### src/rtl/xnih_pkg.sv
package xnih_pkg;

    localparam int unsigned ADDR_W = 8;
    localparam int unsigned DATA_W = 32;
    localparam int unsigned IPL_W  = 3;

    localparam logic [ADDR_W-1:0] OFS_STATUS  = 8'h00;
    localparam logic [ADDR_W-1:0] OFS_DB_BASE = 8'h04;
    localparam logic [ADDR_W-1:0] OFS_ENABLE  = 8'h14;
    localparam logic [ADDR_W-1:0] OFS_ID      = 8'h1C;

    localparam logic [DATA_W-1:0] BERR_CLEAR_KEY = 32'h0000_0010;

    localparam int unsigned ST_IPL_LSB = 0;
    localparam int unsigned ST_DB_LSB  = 8;
    localparam int unsigned ST_ERR_LSB = 16;

    typedef enum logic [2:0] {
        SEL_NONE,
        SEL_STATUS,
        SEL_DOORBELL,
        SEL_ENABLE,
        SEL_ID
    } reg_sel_e;

    typedef struct packed {
        logic              wr;
        logic [DATA_W-1:0] data;
    } reg_wr_t;

    function automatic logic [ADDR_W-1:0] doorbell_ofs(input int unsigned k);
        return OFS_DB_BASE + ADDR_W'(4 * k);
    endfunction

    function automatic logic ipl_active(input logic [IPL_W-1:0] ipl_n);
        return ~&ipl_n;
    endfunction

endpackage

### src/rtl/xnih_decode.sv
module xnih_decode
    import xnih_pkg::*;
#(
    parameter int unsigned N_NODES = 4,
    localparam int unsigned IDX_W  = (N_NODES > 1) ? $clog2(N_NODES) : 1
) (
    input  logic [ADDR_W-1:0] addr,
    output reg_sel_e          sel,
    output logic [IDX_W-1:0]  db_idx
);

    always_comb begin
        sel    = SEL_NONE;
        db_idx = '0;
        if (addr == OFS_STATUS) begin
            sel = SEL_STATUS;
        end else if (addr == OFS_ENABLE) begin
            sel = SEL_ENABLE;
        end else if (addr == OFS_ID) begin
            sel = SEL_ID;
        end
        for (int unsigned k = 0; k < N_NODES; k++) begin
            if (addr == doorbell_ofs(k)) begin
                sel    = SEL_DOORBELL;
                db_idx = IDX_W'(k);
            end
        end
    end

endmodule

### src/rtl/xnih_doorbells.sv
module xnih_doorbells
    import xnih_pkg::*;
#(
    parameter int unsigned N_NODES = 4,
    localparam int unsigned IDX_W  = (N_NODES > 1) ? $clog2(N_NODES) : 1
) (
    input  logic               clk,
    input  logic               rst,
    input  reg_wr_t            req,
    input  reg_sel_e           sel,
    input  logic [IDX_W-1:0]   db_idx,
    output logic [N_NODES-1:0] db_q
);

    for (genvar k = 0; k < N_NODES; k++) begin : g_bell
        logic hit;
        assign hit = req.wr && (sel == SEL_DOORBELL) && (db_idx == IDX_W'(k));
        always_ff @(posedge clk) begin
            if (rst) begin
                db_q[k] <= 1'b0;
            end else if (hit) begin
                db_q[k] <= req.data[0];
            end
        end
    end

endmodule

### src/rtl/xnih_buserr.sv
module xnih_buserr
    import xnih_pkg::*;
#(
    parameter int unsigned N_NODES = 4,
    localparam int unsigned IDX_W  = (N_NODES > 1) ? $clog2(N_NODES) : 1
) (
    input  logic               clk,
    input  logic               rst,
    input  reg_wr_t            req,
    input  reg_sel_e           sel,
    input  logic [IDX_W-1:0]   node,
    input  logic [N_NODES-1:0] err_set,
    output logic [N_NODES-1:0] err_q
);

    logic clr_req;
    assign clr_req = req.wr && (sel == SEL_STATUS) && (req.data == BERR_CLEAR_KEY);

    for (genvar k = 0; k < N_NODES; k++) begin : g_err
        always_ff @(posedge clk) begin
            if (rst) begin
                err_q[k] <= 1'b0;
            end else if (err_set[k]) begin
                err_q[k] <= 1'b1;
            end else if (clr_req && (node == IDX_W'(k))) begin
                err_q[k] <= 1'b0;
            end
        end
    end

endmodule

### src/rtl/xnih_ctlregs.sv
module xnih_ctlregs
    import xnih_pkg::*;
#(
    parameter int unsigned N_NODES = 4,
    localparam int unsigned IDX_W  = (N_NODES > 1) ? $clog2(N_NODES) : 1
) (
    input  logic               clk,
    input  logic               rst,
    input  reg_wr_t            req,
    input  reg_sel_e           sel,
    input  logic [IDX_W-1:0]   node,
    output logic [N_NODES-1:0] en_q,
    output logic [N_NODES-1:0] id_q
);

    always_ff @(posedge clk) begin
        if (rst) begin
            en_q <= '0;
        end else if (req.wr && (sel == SEL_ENABLE)) begin
            en_q <= req.data[N_NODES-1:0];
        end
    end

    for (genvar k = 0; k < N_NODES; k++) begin : g_id
        logic own_wr;
        assign own_wr = req.wr && (sel == SEL_ID) && (node == IDX_W'(k));
        always_ff @(posedge clk) begin
            if (rst) begin
                id_q[k] <= 1'b0;
            end else if (own_wr) begin
                id_q[k] <= req.data[k];
            end
        end
    end

endmodule

### src/rtl/xnih_extcomb.sv
module xnih_extcomb #(
    parameter int unsigned N_NODES       = 4,
    parameter int unsigned MEZZ_PER_NODE = 2,
    parameter int unsigned LINK_LINES    = 4
) (
    input  logic [N_NODES*MEZZ_PER_NODE-1:0] mezz_int_n,
    input  logic [LINK_LINES-1:0]            link_int_n,
    output logic [N_NODES-1:0]               mezz_irq,
    output logic                             link_irq
);

    for (genvar k = 0; k < N_NODES; k++) begin : g_mezz
        assign mezz_irq[k] = ~&mezz_int_n[k*MEZZ_PER_NODE +: MEZZ_PER_NODE];
    end

    assign link_irq = ~&link_int_n;

endmodule

### src/rtl/xnode_irq_hub.sv
module xnode_irq_hub
    import xnih_pkg::*;
#(
    parameter int unsigned N_NODES       = 4,
    parameter int unsigned MEZZ_PER_NODE = 2,
    parameter int unsigned LINK_LINES    = 4,
    localparam int unsigned IDX_W        = (N_NODES > 1) ? $clog2(N_NODES) : 1
) (
    input  logic                             clk,
    input  logic                             rst,
    input  logic                             reg_wr_en,
    input  logic [ADDR_W-1:0]                reg_addr,
    input  logic [DATA_W-1:0]                reg_wdata,
    input  logic [IDX_W-1:0]                 reg_node,
    output logic [DATA_W-1:0]                reg_rdata,
    input  logic [N_NODES-1:0]               bus_err_set,
    input  logic [IPL_W-1:0]                 ctrl_ipl_n,
    input  logic [N_NODES*MEZZ_PER_NODE-1:0] mezz_int_n,
    input  logic [LINK_LINES-1:0]            link_int_n,
    output logic [N_NODES-1:0]               node_irq,
    output logic [N_NODES-1:0]               mezz_irq,
    output logic                             link_irq
);

    reg_wr_t            req;
    reg_sel_e           sel;
    logic [IDX_W-1:0]   db_idx;
    logic [N_NODES-1:0] db_q;
    logic [N_NODES-1:0] err_q;
    logic [N_NODES-1:0] en_q;
    logic [N_NODES-1:0] id_q;
    logic               ctrl_irq;

    assign req.wr   = reg_wr_en;
    assign req.data = reg_wdata;

    xnih_decode #(.N_NODES(N_NODES)) u_dec (
        .addr   (reg_addr),
        .sel    (sel),
        .db_idx (db_idx)
    );

    xnih_doorbells #(.N_NODES(N_NODES)) u_bell (
        .clk    (clk),
        .rst    (rst),
        .req    (req),
        .sel    (sel),
        .db_idx (db_idx),
        .db_q   (db_q)
    );

    xnih_buserr #(.N_NODES(N_NODES)) u_err (
        .clk     (clk),
        .rst     (rst),
        .req     (req),
        .sel     (sel),
        .node    (reg_node),
        .err_set (bus_err_set),
        .err_q   (err_q)
    );

    xnih_ctlregs #(.N_NODES(N_NODES)) u_ctl (
        .clk  (clk),
        .rst  (rst),
        .req  (req),
        .sel  (sel),
        .node (reg_node),
        .en_q (en_q),
        .id_q (id_q)
    );

    xnih_extcomb #(
        .N_NODES       (N_NODES),
        .MEZZ_PER_NODE (MEZZ_PER_NODE),
        .LINK_LINES    (LINK_LINES)
    ) u_ext (
        .mezz_int_n (mezz_int_n),
        .link_int_n (link_int_n),
        .mezz_irq   (mezz_irq),
        .link_irq   (link_irq)
    );

    assign ctrl_irq = ipl_active(ctrl_ipl_n);
    assign node_irq = db_q | err_q | (en_q & {N_NODES{ctrl_irq}});

    always_comb begin
        reg_rdata = '0;
        unique case (sel)
            SEL_STATUS: begin
                reg_rdata[ST_IPL_LSB +: IPL_W]   = ctrl_ipl_n;
                reg_rdata[ST_DB_LSB  +: N_NODES] = db_q;
                reg_rdata[ST_ERR_LSB +: N_NODES] = err_q;
            end
            SEL_DOORBELL: reg_rdata[0]           = db_q[db_idx];
            SEL_ENABLE:   reg_rdata[N_NODES-1:0] = en_q;
            SEL_ID:       reg_rdata[N_NODES-1:0] = id_q;
            default:      reg_rdata              = '0;
        endcase
    end

endmodule

### config.mk
export PLATFORM = sky130hd
export DESIGN_NAME = xnode_irq_hub
export DESIGN_NICKNAME = d
export VERILOG_FILES = /design/src/rtl/xnih_pkg.sv /design/src/rtl/xnih_decode.sv /design/src/rtl/xnih_doorbells.sv /design/src/rtl/xnih_buserr.sv /design/src/rtl/xnih_ctlregs.sv /design/src/rtl/xnih_extcomb.sv /design/src/rtl/xnode_irq_hub.sv
export SDC_FILE = /design/constraint.sdc
export NUM_CORES = 1
export LEC_CHECK = 0
export BUFFER_PORTS_ARGS = -buffer_cell sky130_fd_sc_hd__buf_2
export CAP_MARGIN = 15
export CORE_UTILIZATION = 39
export DETAILED_ROUTE_END_ITERATION = 8
export GPL_TIMING_DRIVEN = 0
export PLACE_DENSITY = 0.8
export SYNTH_ARGS = -nofsm -noshare
export SYNTH_HDL_FRONTEND = slang
export SYNTH_HIERARCHICAL = 1
export SYNTH_SLANG_ARGS = --single-unit
### constraint.sdc
create_clock -name clk -period 4.35 [get_ports clk]
set_input_delay 0.87 -clock clk [delete_from_list [all_inputs] [get_ports clk]]
set_output_delay 0.87 -clock clk [all_outputs]
set_load 0.01 [all_outputs]
* Word-level counts from Yosys, hierarchy flattened
Cells that the tools add are included.
Cells by class: magnitude comparators 1, equal/unequal tests 17, bitwise logic cells 3, reduce and logical (&&, ||, !) cells 36, muxes and demuxes 25
Operators with widths (count):
- 32-bit by 5-bit equality test with 1-bit output (second input constant) | 1
- 8-bit by 5-bit equality test with 1-bit output (second input constant) | 3
- 3-bit 2-to-1 mux | 7
- 1-bit logical AND | 17
- 8-bit by 4-bit equality test with 1-bit output (second input constant) | 2
- 1-bit 2-to-1 mux | 10
- 2-bit equality test (second input constant) | 4
- 8-bit by 3-bit equality test with 1-bit output (second input constant) | 1
- 8-bit logical NOT | 1
- 4-bit 2-to-1 mux | 2
- 4-bit OR | 2
- 2-bit AND reduction | 4
- 2-bit nonzero test | 4
- 3-bit by 2-bit equality test with 1-bit output (second input constant) | 2
- 1-bit logical NOT | 6
- 2-bit case mux with 3 select lines | 1
- 4-bit bitwise AND | 1
- 2-bit by 1-bit equality test with 1-bit output (second input constant) | 2
- 2-bit logical NOT | 2
- 2-bit 2-to-1 mux | 2
- 1-bit case mux with 4 select lines | 1
- 4-bit AND reduction | 1
- 3-bit by 1-bit equality test with 1-bit output (second input constant) | 1
- 3-bit equality test (second input constant) | 1
- 4 further kinds | 4
Storage, ports and cells: output and inout bits 41, word-level logic and storage cells 95, input port bits 64, bits in registers 16

* Depth between registers and ports, before layout
Gate-level depths: netlist (run 1).
depth after elaboration 14, mapped depth 7, mapped depth without buffers 6

* By module
Netlist (run 1), hierarchy kept.
By module, submodules not included:
- xnode_irq_hub | seq. area each 0.0 um2, area an instance 385.4 um2, times used 1, cells each 54
- xnih_ctlregs | seq. area each 160.2 um2, area an instance 361.6 um2, times used 1, cells each 37
- xnih_buserr | seq. area each 80.1 um2, area an instance 259.0 um2, times used 1, cells each 30
- xnih_doorbells | seq. area each 80.1 um2, area an instance 191.4 um2, times used 1, cells each 19
- xnih_decode | seq. area each 0.0 um2, area an instance 108.9 um2, times used 1, cells each 15
- xnih_extcomb | seq. area each 0.0 um2, area an instance 21.3 um2, times used 1, cells each 5

* Worst setup path before layout (run 1)
Ideal clock, no wire load.
kind input -> output, start in reg_addr[0], end out reg_rdata[1], buffers on the path 0, cell stages on the path 5, data arrival time 2.840 ns, path slack 0.640 ns, required time 3.480 ns, path through or4_4 -> nor4_1 -> nor2b_4 -> a22oi_1 -> o21ai_0
On the way: elaborated cells between the ends (all ways) 18, those cells by class eq/ne (9); mux (8); reduce/logical (1)
RTL lines:
- start, declared | RTL line xnode_irq_hub.sv:12 | input logic [ADDR_W-1:0] reg_addr,
- 8-bit by 5-bit equality test with 1-bit output | RTL line xnih_decode.sv:17 | end else if (addr == OFS_ENABLE) begin
- 3-bit 2-to-1 mux | RTL line xnih_decode.sv:17
- 3-bit 2-to-1 mux | RTL line xnih_decode.sv:15 | if (addr == OFS_STATUS) begin
- 3-bit 2-to-1 mux (3 in series) | RTL line xnih_decode.sv:23 | if (addr == doorbell_ofs(k)) begin
- 3-bit 2-to-1 mux (*) | RTL line xnih_decode.sv:23
- named net sel[0] | RTL line xnode_irq_hub.sv:26 | reg_sel_e sel;
- 3-bit equality test, or another cell as far along | RTL line xnode_irq_hub.sv:88 | unique case (sel)
- 2-bit case mux with 3 select lines (*) | RTL line xnode_irq_hub.sv:88
- end, declared | RTL line xnode_irq_hub.sv:15 | output logic [DATA_W-1:0] reg_rdata,
Mark *: on every way through the listed nets, which the timed path passes. The rest lies on a longest branch.

* Worst setup path in the final report (run 1)
start in reg_addr[0], end out reg_rdata[0]
On the way: elaborated cells between the ends (all ways) 24, those cells by class eq/ne (10); mux (13); reduce/logical (1)
RTL lines:
- 8-bit by 4-bit equality test with 1-bit output | RTL line xnih_decode.sv:23
- 1-bit 2-to-1 mux | RTL line xnih_decode.sv:23
- 2-bit 2-to-1 mux | RTL line xnih_decode.sv:23
- 2-bit 2-to-1 mux (*) | RTL line xnih_decode.sv:23
- named net db_idx[0] | RTL line xnode_irq_hub.sv:27 | logic [IDX_W-1:0] db_idx;
- 1-bit binary-select mux with 2-bit select (*) | RTL line xnode_irq_hub.sv:94 | SEL_DOORBELL: reg_rdata[0] = db_q[db_idx];
- 1-bit 2-to-1 mux (not written as such) (*) | RTL line xnode_irq_hub.sv:94
- 1-bit case mux with 4 select lines (*) | RTL line xnode_irq_hub.sv:88
Mark *: on every way through the listed nets, which the timed path passes. The rest lies on a longest branch. The select of a mux whose other input is x is not followed.

==> impl_metrics.json, run 1 <==
{
  "status": "finished clean",
  "fin_cells": 311,
  "wl_met2_um": 1680,
  "diodes": 0,
  "port_buffers": 82,
  "maxUsedRoutingLayer": "met4",
  "htree_levels": 1,
  "worst-path-max-fanout": 5,
  "finalCritPeriodShare_pct": 93.4,
  "dp_cells": 305,
  "grtUsageTotal_pct": 19.5,
  "min-delay-start": "u_ctl/id_q[0]",
  "fin_skew_ns": 0,
  "routed-wl-met3_um": 217,
  "clkLatencyLatePin_ns": 0.28,
  "grt_pass1_wl_um": 5510,
  "io-pin-count": 105,
  "fin_crit_ns": 4.06,
  "vias_per_cell": 4.70,
  "hold_path_class": "reg -> reg",
  "post-place-ws_ns": 0.0682,
  "cts_tree": "built",
  "yosys_warnings": 6,
  "r2r_cells": 3,
  "grt_max_degree": 11,
  "hold_viol": 0,
  "setup_viol": 0,
  "cts_resized": 0,
  "r2r_slack_ns": 3.61,
  "syn_inst": 160,
  "reg2reg_to": "u_ctl/id_q[3]",
  "arrival_ns": 3.19,
  "dr.pass1.iters": 4,
  "post_drt_wl_per_cell_um": 10.7,
  "syn_to_final_growth_pct": 43.9,
  "critical_path_class": "in -> out",
  "clock_sinks": 16,
  "fin_nets": 332,
  "dieArea_sq_um": 3640,
  "hold_buffers": 0,
  "post-cts-setup-buffer-count": 0,
  "relSlewSlack_pct": 48.1,
  "max_clock_freq_mhz": 246,
  "start_util_pct": 42.1,
  "drc": 0,
  "postSynth.asyncResetShare_pct": 0,
  "finalMaxSlewViolations": 0,
  "antenna_found_initial": 0,
  "p_per_area_nw_per_um2": 176,
  "path_clk_slew_ns": 0.10,
  "drtIter0Drc": 55,
  "ant_nets": 0,
  "rows": 20,
  "fill_cells": 325,
  "worst_hold_path.endpoint": "u_ctl/id_q[0]",
  "netlist_area_sq_um": 1330,
  "tightest_slew_ns": 0.772,
  "synth-seq-cells": 16,
  "place_congestion": 0.863,
  "die_h_um": 60.3,
  "final_util_pct": 60.6,
  "dp_hpwl_um": 2740,
  "maxCapViolCount": 0,
  "ir_drop_mv": 0.194,
  "dieWidth_um": 60.3,
  "worstPathRequired_ns": 3.48,
  "met1_length_um": 1380,
  "cts_buffers": 3,
  "start_kind": "primary input",
  "grt-ovfl-total": 0,
  "hold_depth": 2,
  "p_leak_nw": 0.990,
  "cts-root-buf": "clkbuf_4",
  "setup_slack_ns": 0.285,
  "grt_pass1_vias": 1338,
  "core_sq_um": 3150,
  "syn_area_per_cell_sq_um": 8.30,
  "setup_tns_ns": 0,
  "synth_enable_flop_cells": 0,
  "worstReg2RegStart": "u_ctl/id_q[3]",
  "vias": 1463,
  "synth-seq-area-share_pct": 24.1,
  "ys.flop_type": "dfxtp_1",
  "drive_gt1_share_pct": 46.1,
  "cts.path.max_buffers": 2,
  "routed_wl_um": 3330,
  "endpoint_kind": "output pin",
  "synth_cell_types": 45,
  "rsz0062_at_grt": "no"
}
[worst max-delay path by stage]
stage,end,cells past startpoint,from
finish,reg_rdata[0],7,reg_addr[0]
global route,reg_rdata[0],7,reg_addr[0]
CTS,reg_rdata[17],7,reg_addr[0]
detailed placement,reg_rdata[17],7,reg_addr[0]
global placement,reg_rdata[17],7,reg_addr[0]
floorplan,reg_rdata[1],5,reg_addr[0]
[sequential cells by signal, summed over array words and instances, names as in the netlist]
register     count
u_err/err_q      4
u_bell/db_q      4
u_ctl/en_q       4
u_ctl/id_q       4
[routing by layer]
layer,vias up,global-route usage [%]
met5,-,0
met4,0,3.32
met3,6,4.69
met2,62,37.2
met1,631,22.1
li1,764,-
[kinds of logic (layout without fill, tap and decap cells)]
logic type | Yosys count | count (layout) | synth area share [%]
simple gates | 79 | 79 | 39.0
buf+inv | 27 | 115 | 14.0
compound gates | 26 | 26 | 13.5
flops | 16 | 16 | 24.1
mux | 9 | 9 | 7.73
xor+xnor | 2 | 2 | 1.32
other cells | 1 | 20 | 0.282
[metrics by stage]
stage,power (mW),area [sq um],hold WS [ns]
floorplan,0.199,1400,0.449
global placement,0.239,1860,0.472
detailed placement,0.241,1860,0.479
global route,0.356,1910,0.523
finish,0.337,1910,0.491
CTS,0.338,1900,0.493
[final cells by class]
type                            instances  area [sq um]  area share (%)
Inverter                                3          11.3           0.589
Buffer                                 24           175            9.17
Clock buffer                            4          36.3            1.90
Sequential cell                        16           320            16.8
Timing Repair Buffer                   84           420            22.0
Multi-Input combinational cell        136           892            46.7
Tap cell                               44          55.1            2.88
[worst max-delay path, stage by stage]
cell     delay, ns
buf_2         0.10
or4_4         0.56
nor4_1        0.66
mux4_2        0.60
a21oi_1       0.17
o31ai_1       0.09
buf_2         0.14
[cells in the mapped netlist, types with 4 or more instances]
cell | n | area, sq um
o21ai_0 | 5 | 25.0
buf_4 | 20 | 150
a211o_1 | 4 | 35.0
nor4_1 | 6 | 37.5
nor2_1 | 11 | 41.3
nand3_1 | 9 | 45.0
mux2i_1 | 8 | 80.1
nand2b_1 | 7 | 43.8
and2_1 | 8 | 50.1
nand2_1 | 11 | 41.3
dfxtp_1 | 16 | 320
[cell usage in the layout, fill, tap and decap left out, types with 3 or more instances in the layout]
master    netlist  final
a211oi_1        3      3
dfxtp_1        16     16
and2_1          8      8
nand3b_1        3      3
nand3_1         9      9
o21ai_0         5      5
clkbuf_2        1      3
mux2i_1         8      8
nor3_1          3      3
clkbuf_4        0      3
nor4_2          3      3
a211o_1         4      4
buf_4          20     20
buf_2           1     83
inv_1           3      3
nand2b_1        7      7
nor2_1         11     11
nor4_1          6      6
nand2_1        11     11
conb_1          1     20
nor2b_1         3      3
a21oi_1         3      3
[power by group]
part	internal, mW	switching, mW	total (mW)
registers	0.149	0.00198	0.151
logic	0.0466	0.0403	0.0870
clock network	0.0510	0.0480	0.0990
total	0.247	0.0903	0.337
Power figures use the tool's default switching activity.
==> run 2, diff against run 1 <==
- CORE_ASPECT_RATIO: default -> 1.75
- SLEW_MARGIN: default -> 20
==> impl_metrics.json, run 2 (same netlist as run 1, synthesis figures left out) <==
{
  "ant_nets": 0,
  "drc": 0,
  "path_common_cell": "buf_2",
  "maxCapViolCount": 0,
  "drtIter0Drc": 25,
  "setup_tns_ns": 0,
  "worstReg2RegStart": "u_ctl/id_q[3]",
  "critPathMaxStageDelay_ns": 0.68,
  "htree_levels": 1,
  "relSlewSlack_pct": 47.1,
  "dp_hpwl_um": 3110,
  "cts.path.max_buffers": 2,
  "cts_resized": 0,
  "start_kind": "primary input",
  "clkLatencyLatePin_ns": 0.25,
  "grtUsageTotal_pct": 20.5,
  "worstPathRequired_ns": 3.48,
  "core_sq_um": 3210,
  "max_clock_freq_mhz": 245,
  "rsz0062_at_grt": "no",
  "status": "finished clean",
  "grt_pass1_wl_um": 5630,
  "place_congestion": 0.765,
  "r2r_slack_ns": 3.60,
  "final_cell_mix": "buf_2, buf_4, conb_1, dfxtp_1",
  "worst-path-max-fanout": 5,
  "finalCritPeriodShare_pct": 93.9,
  "fill_cells": 309,
  "p_per_area_nw_per_um2": 193,
  "die_h_um": 79.2,
  "grt_pass1_vias": 1390,
  "setup_viol": 0,
  "cts_buffers": 3,
  "vias_per_cell": 4.88,
  "routed_wl_um": 3630,
  "post_drt_wl_per_cell_um": 11.8,
  "startpoint": "reg_addr[0]",
  "ir_drop_mv": 0.164,
  "finalMaxSlewViolations": 0,
  "fin_skew_ns": 0,
  "hold_viol": 0,
  "dieWidth_um": 46.1,
  "p_leak_nw": 0.989,
  "io-pin-count": 105,
  "rows": 27,
  "multi_input_comb_area_sq_um": 903,
  "hold_buffers": 0,
  "dieArea_sq_um": 3650,
  "hold_path_class": "reg -> reg",
  "diodes": 0,
  "post-cts-setup-buffer-count": 0,
  "fin_nets": 330,
  "r2r_cells": 3,
  "port_buffers": 82,
  "p_total_mw": 0.372,
  "path_clk_slew_ns": 0.06,
  "syn_to_final_growth_pct": 45.3,
  "drive_gt1_share_pct": 46.4,
  "layout_commonest_cell": "buf_2",
  "reg2reg_to": "u_ctl/id_q[3]",
  "clock_sinks": 16,
  "critPathCapture": "reg_rdata[0]",
  "crit_slowest_cell": "nor4_1",
  "grt-ovfl-total": 0,
  "cts_tree": "built",
  "start_util_pct": 41.4,
  "ff_latch_area_sq_um": 320,
  "fin_crit_ns": 4.09,
  "grt_max_degree": 11,
  "antenna_found_initial": 0,
  "path_cells": "buf_2 > or4_4 > nor4_1 > mux4_2 > a21oi_1 > o31ai_1 > buf_2",
  "arrival_ns": 3.22,
  "tightest_slew_ns": 0.786,
  "endpoint_kind": "output pin",
  "dr.pass1.iters": 4,
  "vias": 1502,
  "cts-root-buf": "clkbuf_8",
  "critical_path_class": "in -> out"
}
-- run 2: power breakdown --
group          internal (mW)  leakage, nW  switching, mW
clock                 0.0804       0.0288         0.0514
combinational         0.0467        0.830         0.0424
sequential             0.149        0.130        0.00185
total                  0.276        0.989         0.0957
-- run 2: metal layers --
layer	part of all wire [%]	GRT usage, %
met5	0	0
met4	1.3	6.47
met3	7.2	2.73
met2	56	41.1
met1	36	19.4
-- run 2: final cells by class --
cell class	count	area share, %
clock buffers	4	2.85
flip-flops and latches	16	16.6
repair buffers	82	21.3
inverters	3	0.584
well taps	43	2.79
multi-input cells	136	46.8
plain buffers	24	9.08
-- run 2: worst min path at each step --
stage | startpoint | to | slack (ns) | cells past startpoint
after floorplan | u_ctl/id_q[0] | u_ctl/id_q[0] | 0.45 | 2
after global placement | u_ctl/id_q[2] | u_ctl/id_q[2] | 0.46 | 2
after CTS | u_ctl/id_q[2] | u_ctl/id_q[2] | 0.48 | 2
final | u_ctl/id_q[2] | u_ctl/id_q[2] | 0.48 | 2
after detailed placement | u_ctl/id_q[2] | u_ctl/id_q[2] | 0.47 | 2
after global routing | u_ctl/id_q[2] | u_ctl/id_q[2] | 0.49 | 2
-- run 2: worst max-delay path, delay by kind of cell --
kind / cells / cell delay [ns]
buf+inv: 2 / 0.26
mux: 1 / 0.60
simple gates: 2 / 1.25
compound gates: 2 / 0.23
-- run 2: metrics by stage --
step	area [sq um]	worst slack (ns)	hold WS [ns]	utilization [%]	std cells
3_3_place_gp	1860	0.131	0.459	58.1	304
3_5_place_dp	1870	0.108	0.474	58.2	304
4_1_cts	1920	0.137	0.483	59.9	308
6_report	1930	0.265	0.484	60.1	308
5_1_grt	1930	0.0974	0.488	60.1	308
2_1_floorplan	1400	0.640	0.449	-	179
==> run 3, diff against run 2 <==
- ABC_AREA: default -> 1
- CORE_UTILIZATION: 39 -> 43
- CTS_BUF_LIST: default -> sky130_fd_sc_hd__clkbuf_2 sky130_fd_sc_hd__clkbuf_4 sky130_fd_sc_hd__clkbuf_8
- PLACE_DENSITY: 0.8 -> 0.82
==> impl_metrics.json, run 3 <==
{
  "syn_to_final_growth_pct": 38.8,
  "synth_cell_types": 22,
  "min-delay-start": "u_err/err_q[2]",
  "vias": 1945,
  "worstPathRequired_ns": 3.48,
  "drtIter0Drc": 36,
  "worstReg2RegStart": "u_bell/db_q[2]",
  "start_util_pct": 45.3,
  "maxCapViolCount": 0,
  "critPathMaxStageDelay_ns": 0.75,
  "start_kind": "primary input",
  "fin_crit_ns": 3.70,
  "clock_sinks": 16,
  "hold_buffers": 0,
  "p_per_area_nw_per_um2": 178,
  "dp_cells": 432,
  "grt-ovfl-total": 0,
  "final_cell_mix": "buf_2, nor2_1, nand2_1, inv_1, nand3_1",
  "place_congestion": 0.829,
  "yosysMostFrequentCell": "nor2_1",
  "rows": 28,
  "fin_skew_ns": 0,
  "postPlaceCellArea_sq_um": 2100,
  "setup_slack_ns": 0.652,
  "core_sq_um": 3430,
  "syn_area_per_cell_sq_um": 5.48,
  "path_clk_slew_ns": 0.07,
  "r2r_slack_ns": 3.71,
  "postSynth.asyncResetShare_pct": 0,
  "hold_path_class": "reg -> reg",
  "netlist_top_cells_count": "nor2_1, nand2_1, inv_1",
  "syn_inst": 284,
  "setup_tns_ns": 0,
  "dieWidth_um": 47.5,
  "grt_pass1_wl_um": 6100,
  "post-place-ws_ns": 0.663,
  "die_h_um": 81.6,
  "layout_commonest_cell": "buf_2",
  "cts.path.max_buffers": 2,
  "antenna_found_initial": 0,
  "fin_nets": 456,
  "port_buffers": 84,
  "cts_buffers": 3,
  "cts_tree": "built",
  "routed_wl_um": 3930,
  "fin_area_sq_um": 2160,
  "synthTopCellsByArea": "dfxtp_1, nor2_1, nand2_1",
  "clkLatencyLatePin_ns": 0.26,
  "cts-root-buf": "clkbuf_8",
  "dieArea_sq_um": 3870,
  "yosys_warnings": 6,
  "dr.pass1.iters": 4,
  "arrival_ns": 2.83,
  "critPathTopFamily": "compound AO/OA/AOI/OAI gates",
  "vias_per_cell": 4.46,
  "post_drt_wl_per_cell_um": 9.00,
  "ir_drop_mv": 0.190,
  "rsz0062_at_grt": "no",
  "cts_resized": 0,
  "fill_cells": 358,
  "status": "finished clean",
  "hold_viol": 0,
  "multi_input_comb_area_sq_um": 935,
  "drive_gt1_share_pct": 33.8,
  "tightest_slew_ns": 0.942,
  "path_common_cell": "buf_2",
  "crit_slowest_cell": "o22ai_1",
  "cp.buffers_inverters": 4,
  "finalMaxSlewViolations": 0,
  "path_cells": "buf_2 > nor2_2 > nand2_1 > o22ai_1 > inv_1 > nor3_4 > inv_2 > nor2_1 > buf_2",
  "ys.flop_type": "dfxtp_1",
  "grt_pass1_vias": 1525,
  "synth-seq-area-share_pct": 20.6,
  "ant_nets": 0,
  "fin_cells": 436,
  "setup_viol": 0,
  "critical_path_class": "in -> out",
  "relSlewSlack_pct": 37.2,
  "htree_levels": 1,
  "io-pin-count": 105,
  "netlist.area_leader.share_pct": 20.6,
  "worst-path-max-fanout": 8,
  "ff_latch_area_sq_um": 320,
  "synth_enable_flop_cells": 0,
  "post-cts-setup-buffer-count": 0,
  "synth-seq-cells": 16,
  "grtUsageTotal_pct": 21.5,
  "startpoint": "reg_addr[7]",
  "finalCritPeriodShare_pct": 85.0,
  "p_leak_nw": 1.27,
  "yosysTopAreaCell": "dfxtp_1",
  "drc": 0,
  "grt_max_degree": 10,
  "netlist_area_sq_um": 1560,
  "p_total_mw": 0.383,
  "diodes": 0,
  "endpoint_kind": "output pin",
  "dp_hpwl_um": 3310,
  "max_clock_freq_mhz": 270
}
==> run 3: cell types whose count changed in the layout (fill, tap and decap cells not counted), moves of 5 or more <==
| cell | previous run | this run |
|---|---|---|
| nor2_1 | 11 | 67 |
| nand2b_1 | 7 | 0 |
| mux2i_1 | 8 | 0 |
| and2_1 | 8 | 0 |
| nand4_1 | 2 | 8 |
| inv_2 | 0 | 8 |
| nor4_1 | 5 | 0 |
| nand2_1 | 11 | 62 |
| nand3_1 | 9 | 23 |
| inv_1 | 3 | 51 |
==> run 3: path summary, 6_finish.rpt <==
check	endpoint	cells after the start
setup / recovery	reg_rdata[11]	9
hold / removal	u_err/err_q[2]	2
setup reg to reg	u_bell/db_q[2]	4
hold reg to reg	u_err/err_q[2]	2
==> run 3: cell families (layout without fill, tap and decap cells) <==
group,after synthesis,in the layout,synth area share (%)
other cells,1,20,0.241
flops,16,16,20.6
buf+inv,79,167,23.9
simple gates,177,177,51.3
compound gates,11,11,3.94
==> run 3: per-stage QoR <==
| stage | util (%) | hold slack (ns) |
|---|---|---|
| floorplan | - | 0.433 |
| global placement | 61.3 | 0.450 |
| detailed placement | 61.3 | 0.456 |
| CTS | 62.9 | 0.467 |
| global route | 62.9 | 0.490 |
| finish | 62.9 | 0.466 |
==> run 3: power by group <==
| group | switching (mW) | internal, mW |
|---|---|---|
| registers | 0.00126 | 0.149 |
| clock network | 0.0590 | 0.0807 |
| logic | 0.0473 | 0.0459 |
==> run 3: area by class of cell <==
type	count	share of cell area, %
well taps	45	2.61
plain buffers	20	6.96
flip-flops and latches	16	14.8
multi-input cells	208	43.3
clock buffers	4	2.55
repair buffers	84	19.5
inverters	59	10.3
==> run 3: metal layers <==
layer / part of all wire, % / track usage (%) / vias up
met1: 38 / 22.9 / 816
li1: - / - / 1028
met3: 8.4 / 2.86 / 5
met5: 0 / 0 / -
met2: 52 / 39.2 / 96
met4: 2.0 / 9.43 / 0
==> run 3: worst reg2reg max path: stages (launching register included) <==
cell     delay (ns)
dfxtp_1        0.34
inv_1          0.05
nand2_1        0.06
inv_1          0.03
nor2_1         0.10
